===== src/rtl/touch_pkg.sv =====
package touch_pkg;
  localparam logic [7:0] CMD_PEN_DOWN = 8'hFF;
  localparam logic [7:0] CMD_PEN_UP   = 8'hBF;

  typedef enum logic [2:0] {
    S_HUNT, S_XH, S_XL, S_YH, S_YL
  } asm_state_t;

  // Maps a coordinate of cw bits onto a grid of 'cells' cells.
  function automatic int unsigned scale_cell(int unsigned coord,
                                             int unsigned cells,
                                             int unsigned cw);
    return (coord * cells) >> cw;
  endfunction

  function automatic logic is_command(logic [7:0] b);
    return (b == CMD_PEN_DOWN) || (b == CMD_PEN_UP);
  endfunction
endpackage


===== src/rtl/touch_frame_asm.sv =====
module touch_frame_asm
  import touch_pkg::*;
#(
  parameter int HI_BITS = 3,
  parameter int LO_BITS = 7,
  localparam int COORD_W = HI_BITS + LO_BITS
) (
  input  logic               clk,
  input  logic               rst_n,
  input  logic               byte_valid,
  input  logic [7:0]         byte_in,
  output logic               evt_valid,
  output logic               evt_pen,
  output logic [COORD_W-1:0] evt_x,
  output logic [COORD_W-1:0] evt_y,
  output logic               fire_pen_down
);
  asm_state_t         state;
  logic               pen_q;
  logic [HI_BITS-1:0] hi_q;
  logic [COORD_W-1:0] x_q;

  // Named events for the checks
  logic cmd_seen, hi_ok, lo_ok, in_data, data_ok, bad_fmt, fire;

  assign cmd_seen = byte_valid && is_command(byte_in);
  assign hi_ok    = (byte_in[7:HI_BITS] == '0);
  assign lo_ok    = (byte_in[7:LO_BITS] == '0);
  assign in_data  = (state != S_HUNT);
  assign data_ok  = (state == S_XH || state == S_YH) ? hi_ok : lo_ok;
  assign bad_fmt  = byte_valid && !cmd_seen && in_data && !data_ok;
  assign fire     = byte_valid && !cmd_seen && (state == S_YL) && lo_ok;
  assign fire_pen_down = fire && pen_q;

  always_ff @(posedge clk) begin
    if (!rst_n) begin
      state     <= S_HUNT;
      pen_q     <= 1'b0;
      hi_q      <= '0;
      x_q       <= '0;
      evt_valid <= 1'b0;
      evt_pen   <= 1'b0;
      evt_x     <= '0;
      evt_y     <= '0;
    end else begin
      evt_valid <= 1'b0;
      if (cmd_seen) begin
        state <= S_XH;
        pen_q <= (byte_in == CMD_PEN_DOWN);
      end else if (byte_valid && in_data) begin
        if (!data_ok) begin
          state <= S_HUNT;
        end else begin
          case (state)
            S_XH: begin hi_q <= byte_in[HI_BITS-1:0]; state <= S_XL; end
            S_XL: begin x_q <= {hi_q, byte_in[LO_BITS-1:0]}; state <= S_YH; end
            S_YH: begin hi_q <= byte_in[HI_BITS-1:0]; state <= S_YL; end
            default: begin
              evt_x     <= x_q;
              evt_y     <= {hi_q, byte_in[LO_BITS-1:0]};
              evt_pen   <= pen_q;
              evt_valid <= 1'b1;
              state     <= S_HUNT;
            end
          endcase
        end
      end
    end
  end

  p_cmd_restart_r6: assert property (@(posedge clk) disable iff (!rst_n)
    cmd_seen |=> (state == S_XH));
  p_bad_to_hunt_r5: assert property (@(posedge clk) disable iff (!rst_n)
    bad_fmt |=> (state == S_HUNT) && !evt_valid);
  p_idle_hold_r9: assert property (@(posedge clk) disable iff (!rst_n)
    !byte_valid |=> $stable(state) && $stable(x_q));
  p_evt_pulse_r2: assert property (@(posedge clk) disable iff (!rst_n)
    evt_valid |=> !evt_valid);
endmodule


===== src/rtl/touch_cell_map.sv =====
module touch_cell_map
  import touch_pkg::*;
#(
  parameter int COORD_W = 10,
  parameter int COLS = 40,
  parameter int ROWS = 30,
  localparam int COL_W = $clog2(COLS),
  localparam int ROW_W = $clog2(ROWS)
) (
  input  logic [COORD_W-1:0] x_i,
  input  logic [COORD_W-1:0] y_i,
  output logic [COL_W-1:0]   col_o,
  output logic [ROW_W-1:0]   row_o
);
  assign col_o = COL_W'(scale_cell(int'(x_i), COLS, COORD_W));
  assign row_o = ROW_W'(scale_cell(int'(y_i), ROWS, COORD_W));
endmodule


===== src/rtl/touch_beep_timer.sv =====
module touch_beep_timer #(
  parameter int BEEP_CYCLES = 100,
  localparam int CNT_W = $clog2(BEEP_CYCLES + 1)
) (
  input  logic clk,
  input  logic rst_n,
  input  logic trigger,
  output logic beep_en
);
  logic [CNT_W-1:0] cnt;

  always_ff @(posedge clk) begin
    if (!rst_n)            cnt <= '0;
    else if (trigger)      cnt <= CNT_W'(BEEP_CYCLES);
    else if (cnt != '0)    cnt <= cnt - 1'b1;
  end

  assign beep_en = (cnt != '0);

  p_beep_reload_r8: assert property (@(posedge clk) disable iff (!rst_n)
    trigger |=> (cnt == CNT_W'(BEEP_CYCLES)));
endmodule


===== src/rtl/touch_pkt_dec.sv =====
module touch_pkt_dec #(
  parameter int HI_BITS = 3,
  parameter int LO_BITS = 7,
  parameter int COLS = 40,
  parameter int ROWS = 30,
  parameter int BEEP_CYCLES = 100,
  localparam int COORD_W = HI_BITS + LO_BITS,
  localparam int COL_W = $clog2(COLS),
  localparam int ROW_W = $clog2(ROWS)
) (
  input  logic               clk,
  input  logic               rst_n,
  input  logic               rx_valid,
  input  logic [7:0]         rx_byte,
  output logic               evt_valid,
  output logic               evt_pen_down,
  output logic [COORD_W-1:0] evt_x,
  output logic [COORD_W-1:0] evt_y,
  output logic [COL_W-1:0]   evt_col,
  output logic [ROW_W-1:0]   evt_row,
  output logic               beep_en
);
  logic fire_pd;

  touch_frame_asm #(.HI_BITS(HI_BITS), .LO_BITS(LO_BITS)) u_asm (
    .clk(clk), .rst_n(rst_n), .byte_valid(rx_valid), .byte_in(rx_byte),
    .evt_valid(evt_valid), .evt_pen(evt_pen_down), .evt_x(evt_x),
    .evt_y(evt_y), .fire_pen_down(fire_pd)
  );

  touch_cell_map #(.COORD_W(COORD_W), .COLS(COLS), .ROWS(ROWS)) u_map (
    .x_i(evt_x), .y_i(evt_y), .col_o(evt_col), .row_o(evt_row)
  );

  touch_beep_timer #(.BEEP_CYCLES(BEEP_CYCLES)) u_beep (
    .clk(clk), .rst_n(rst_n), .trigger(fire_pd), .beep_en(beep_en)
  );

  p_cell_range_r7: assert property (@(posedge clk) disable iff (!rst_n)
    evt_valid |-> (evt_col < COL_W'(COLS)) && (evt_row < ROW_W'(ROWS)));
  p_beep_with_pd_r8: assert property (@(posedge clk) disable iff (!rst_n)
    (evt_valid && evt_pen_down) |-> beep_en);
  p_beep_start_r8: assert property (@(posedge clk) disable iff (!rst_n)
    $rose(beep_en) |-> (evt_valid && evt_pen_down));
  p_reset_quiet_r1: assert property (@(posedge clk)
    !rst_n |=> !evt_valid && !beep_en);
endmodule


===== config.mk =====
export PLATFORM = sky130hd
export DESIGN_NAME = touch_pkt_dec
export DESIGN_NICKNAME = d
export VERILOG_FILES = /design/src/rtl/touch_pkg.sv /design/src/rtl/touch_frame_asm.sv /design/src/rtl/touch_cell_map.sv /design/src/rtl/touch_beep_timer.sv /design/src/rtl/touch_pkt_dec.sv
export SDC_FILE = /design/constraint.sdc
export NUM_CORES = 1
export LEC_CHECK = 0
export BUFFER_PORTS_ARGS = -buffer_cell sky130_fd_sc_hd__buf_2
export CAP_MARGIN = 20
export CORE_MARGIN = 1
export CORE_UTILIZATION = 45
export CTS_CLUSTER_DIAMETER = 150
export CTS_CLUSTER_SIZE = 28
export DETAILED_ROUTE_END_ITERATION = 8
export PLACE_DENSITY = 0.66
export SLEW_MARGIN = 20
export SYNTH_ARGS = -nofsm -noshare
export SYNTH_HDL_FRONTEND = slang
export SYNTH_SLANG_ARGS = --single-unit
export TNS_END_PERCENT = 10

===== constraint.sdc =====
create_clock -name clk -period 3.6 [get_ports clk]
set_input_delay 0.18 -clock clk [delete_from_list [all_inputs] [get_ports clk]]
set_output_delay 0.18 -clock clk [all_outputs]
set_load 0.01 [all_outputs]

---- After elaboration in Yosys (flattened, before gate mapping) ----
Index checks and enable logic that the tools add are counted.
storage, ports and cells
  bits in read-only memories .............. 0
  latch bits .............................. 0
  memories ................................ 0
  logic and storage cells ................. 56
  input bits .............................. 11
  register bits ........................... 46
  output and inout port bits .............. 34
  RAM bits ................................ 0
cells by class
  add/subtract/negate cells ............... 1
  bitwise operators ....................... 6
  $mul .................................... 2
  shifts and indexed selects .............. 0
  equality and inequality tests ........... 6
  magnitude comparators ................... 0
  muxes and demuxes ....................... 8
  div/mod/pow operators ................... 0
  reduce and logical (&&, ||, !) cells .... 22
operators by type and width
  kind                                                 count
  equality test 8 bit, second input constant           2
  multiplier 10 x 4 -> 14 bit, second input constant   1
  2-to-1 mux 7 bit                                     2
  multiplier 10 x 3 -> 13 bit, second input constant   1
  AND reduction 4 bit                                  3
  one-hot mux 3 bit (3 select lines)                   1
  nonzero test 7 bit                                   1
  subtractor 7 x 1 -> 7 bit, second input constant     1
  equality test 3 x 2 -> 1 bit, second input constant  2
  logical AND 1 bit                                    6
  NOT 1 bit                                            6
  OR reduction 2 bit                                   3
  logical NOT 5 bit                                    1
  2-to-1 mux 1 bit                                     4
  nonzero test 2 bit                                   2
  OR reduction 4 bit                                   1
  equality test 3 x 1 -> 1 bit, second input constant  1
  equality test 3 bit, second input constant           1
  2-to-1 mux 3 bit                                     1
  nonzero test 3 bit                                   1
  OR reduction 3 bit                                   1
  logical OR 1 bit                                     2
  logical NOT 1 bit                                    1

---- Longest topological paths before layout ----
  depth in word-level cells ............... 9
  mapped depth ............................ 10
  depth with buffers taken out ............ 10

---- By module ----
Synthesis repeated with hierarchy kept, for this count alone.
second synthesis, totals
  cells, all modules ...................... 343
  area, all modules ....................... 3,086.7 µm²
by module, submodules not included
  module            instances  cells an instance  seq. area each (µm²)  area an instance (µm²)
  touch_frame_asm   1          178                780.7                 1,571.5
  touch_cell_map    1          126                0.0                   1,158.6
  touch_beep_timer  1          39                 140.1                 356.6

---- Least setup slack after synthesis ----
No wires, ideal clock.
  path kind ............................... reg-to-output
  from .................................... register u_asm.evt_y[2]
  to ...................................... output port evt_row[3]
  path slack .............................. 0.443 ns
  data arrival time ....................... 2.977 ns
  cell stages (with the launch flop) ...... 11
  buffers on the path ..................... 0
  required time ........................... 3.420 ns
  cell sequence ........................... dfxtp_1 -> inv_1 -> fa_1 -> fa_1 -> inv_1 -> ha_1 -> a21oi_1 -> o22ai_1 -> o21ai_0 -> nand2_1 -> o311ai_0
between the ends
  longest elaborated chain between the ends .. 1
RTL lines
  item                         line                   text
  from (decl)                  touch_frame_asm.sv:15  output logic [COORD_W-1:0] evt_y,
  from (signal assigned)       touch_frame_asm.sv:60  evt_y <= {hi_q, byte_in[LO_BITS-1:0]};
  multiplier 10 x 4 -> 14 bit  touch_pkg.sv:13        return (coord * cells) >> cw;
  to (decl)                    touch_pkt_dec.sv:20    output logic [ROW_W-1:0] evt_row,
No other way between the ends.

---- Final worst setup path ----
  from .................................... register u_asm.evt_y[6]
  to ...................................... output port evt_row[3]
Same word-level chain as after synthesis.

==> metrics <==
outcome finished, final reports clean; Crit Path Category reg2out; Post CTS Setup Buffer Count 0; most frequent cell after synthesis nand2_1; Tot GR Track Use 0.192; ys async rst share 0; largest cells by area after synthesis dfxtp_1 (32%), ha_1 (14%), fa_1 (11%); Netlist cell types 39; gr ovfl total 0; Synth Register Bits 46; CTS Hold Bufs 0; dominant cell type by area after synthesis dfxtp_1; # DRC 0; RePlAce Congestion roughly 0.84; Nets 432; layout cells sized above 1 0.179; CP arrival around 3.2 ns; Period Utilization, post-route 0.940; routed vias/inst 5.17; Mapped Cells between 300 and 400; Worst Max-Slew Pin Slew ~0.65 ns; worst r2r src u_beep.cnt[2]$_SDFFE_PN0P_; ys flop type dfxtp_1; WL per Instance 12.6 um; Worst-path clk slew about 0.080 ns; DRT antenna net count 0; syn nets ~390; Multi-input gate area 1800 sq um; via count 2320; VDD IR max about 0.35 mV; Clk Tree Root Cell clkbuf_8; final max-slew violation count 0; Leak roughly 1.7 nW; largest net degree at the start of global routing 22; max-cap violation count 0; Worst-Skew Late Latency 0.30 ns; synth warn 0; CTS max path bufs 2; first-pass GRT wire length about 10 mm; Netlist Area Pre-Place between 2000 and 3000 sq um; Syn Area/Cell roughly 8.7 sq um; die width between 80 and 90 um; die area between 6000 and 7000 sq um; Critical Path End evt_row[3]; IO Count 45; antenna violations before repair 0; RSZ-0062 raised after global routing no; clk_skew approximately 0.0074 ns; met1 Usage GRT 0.252; hpwl dp about 4.4 mm; Post-synth EDFFs 0; Worst setup SP type register; pwr/cell area about 330 nW/um^2; DRT Wirelength about 5.7 mm; final hold vios 0; Layout Utilization 0.551; final setup violation count 0; grt met3 use 0.0367; Post-synth top cells nand2_1 (52), dfxtp_1 (46), inv_1 (35), ha_1 (32); minimum clock period around 3.4 ns; cell row count 28; Seq/Total Area, Yosys 0.321; Filler Cells Inserted about 560; Starting Density 0.476; reg2reg path depth 5; FMAX between 200 and 300 MHz; Num CTS Buffers 5; DRT Pass-1 Iters 4; Sequential cell area approximately 920 sq um; Iter 0 DRT Violations ~140; FF-to-FF End u_beep.cnt[5]$_SDFFE_PN0P_; ant diodes 0; Data required, critical path between 3 and 4 ns; setup TNS 0 ns; worst relative slew slack 0.569; IO Port Bufs 44; Worst Setup End Kind output pin; GRT busiest layer met2; M2 GR Usage 0.326; number of global-route vias before repair between 2000 and 2500; core footprint roughly 6000 sq um; worst hold-check path type in2reg; Die Y 81.9 um; CTS tree yes; crit path from u_asm.evt_y[6]$_SDFFE_PN0P_; R2R setup slack roughly 1.8 ns; Synth top area share 0.321; H-tree depth 2; maximum fanout along the worst path 4; Area Growth Syn to Fin 15.7%; Clock Sinks between 40 and 50
[where the power goes]
group          switching [mW]  internal [mW]  leakage, nW  total (mW)
logic                  0.0950         0.0757         1.24       0.171
clock network           0.175          0.207       0.0514       0.382
registers              0.0247          0.533        0.373       0.557
[cells in the final DEF (no fill, tap or decap), types with 2 or more instances in the layout]
cell type  instances
xnor2_1            6
mux2i_1           14
a31oi_1            4
inv_1             31
or2_0              2
nor3_1             6
nor2_1            31
inv_2              4
nand2b_1           2
nand4_1            4
a21o_1             4
fa_1              16
nand2_1           52
a21oi_1           31
buf_2             44
ha_1              32
xor2_1             4
buf_4              2
clkbuf_8           5
dfxtp_1           44
o21ai_0            3
or4_1              2
nand3_1            4
dfxtp_2            2
[cell families after synthesis]
group,Yosys count,synth area share
xor+xnor,10,0.0305
mux,14,0.0488
buf+inv,45,0.0597
flops,46,0.321
compound gates,56,0.116
simple gates,110,0.173
fa+ha+maj,48,0.251
[cell type report]
type | count | share of cell area
sequential | 46 | 0.278
inverter | 35 | 0.0395
clock inverter | 2 | 0.0113
timing repair buffer | 47 | 0.0791
clock buffer | 6 | 0.0218
multi-input combinational | 238 | 0.542
tap | 75 | 0.0282
[worst min-delay path by stage]
stage               cells past startpoint  slack, ns                        from                     endpoint
detailed placement                      2       0.45  u_asm.evt_pen$_SDFFE_PN0P_   u_asm.evt_pen$_SDFFE_PN0P_
global placement                        2       0.44  u_beep.cnt[6]$_SDFFE_PN0P_   u_beep.cnt[6]$_SDFFE_PN0P_
finish                                  3       0.16                       rst_n   u_beep.cnt[0]$_SDFFE_PP0P_
floorplan                               2       0.32                  rx_byte[4]  u_asm.evt_y[4]$_SDFFE_PN0P_
global route                            3       0.17                       rst_n   u_beep.cnt[0]$_SDFFE_PP0P_
CTS                                     3       0.16                       rst_n   u_beep.cnt[0]$_SDFFE_PP0P_
[timing repair]
action,in CTS,in global routing
pin swaps,0,1
resized for setup,1,11
setup endpoints to repair,1,4
[sequential cells by signal (all words and copies together) (netlist names)]
register and flops:
u_asm.state 3, u_asm.evt_pen 1, u_asm.evt_valid 1, u_asm.evt_y 10, u_asm.evt_x 10, u_beep.cnt 7
u_asm.pen_q 1, u_asm.hi_q 3, u_asm.x_q 10
[critical path, stage by stage, from the launching register on]
cell,delay (ns)
dfxtp_1,0.40
inv_2,0.11
fa_1,0.49
fa_1,0.52
inv_1,0.04
ha_1,0.33
a21o_1,0.21
a31oi_2,0.28
nand2_1,0.13
o311ai_1,0.23
buf_2,0.17
[through the flow]
step	instances	hold slack, ns	setup WS [ns]	total power [mW]	area (sq um)
finish	449	0.158	0.215	1.11	3320
global placement	440	0.439	0.429	0.727	3160
global route	449	0.173	0.00338	1.17	3320
detailed placement	441	0.447	0.303	0.736	3190
floorplan	329	0.316	0.443	0.695	2870
CTS	449	0.158	0.0521	1.11	3300
[metal layers]
metal	part of all wire	vias to the layer above
met5	0	-
met1	0.49	1080
met2	0.47	39
met3	0.036	6
met4	0.0090	0
li1	-	1195
No activity file was read; power rests on OpenSTA's default activity.
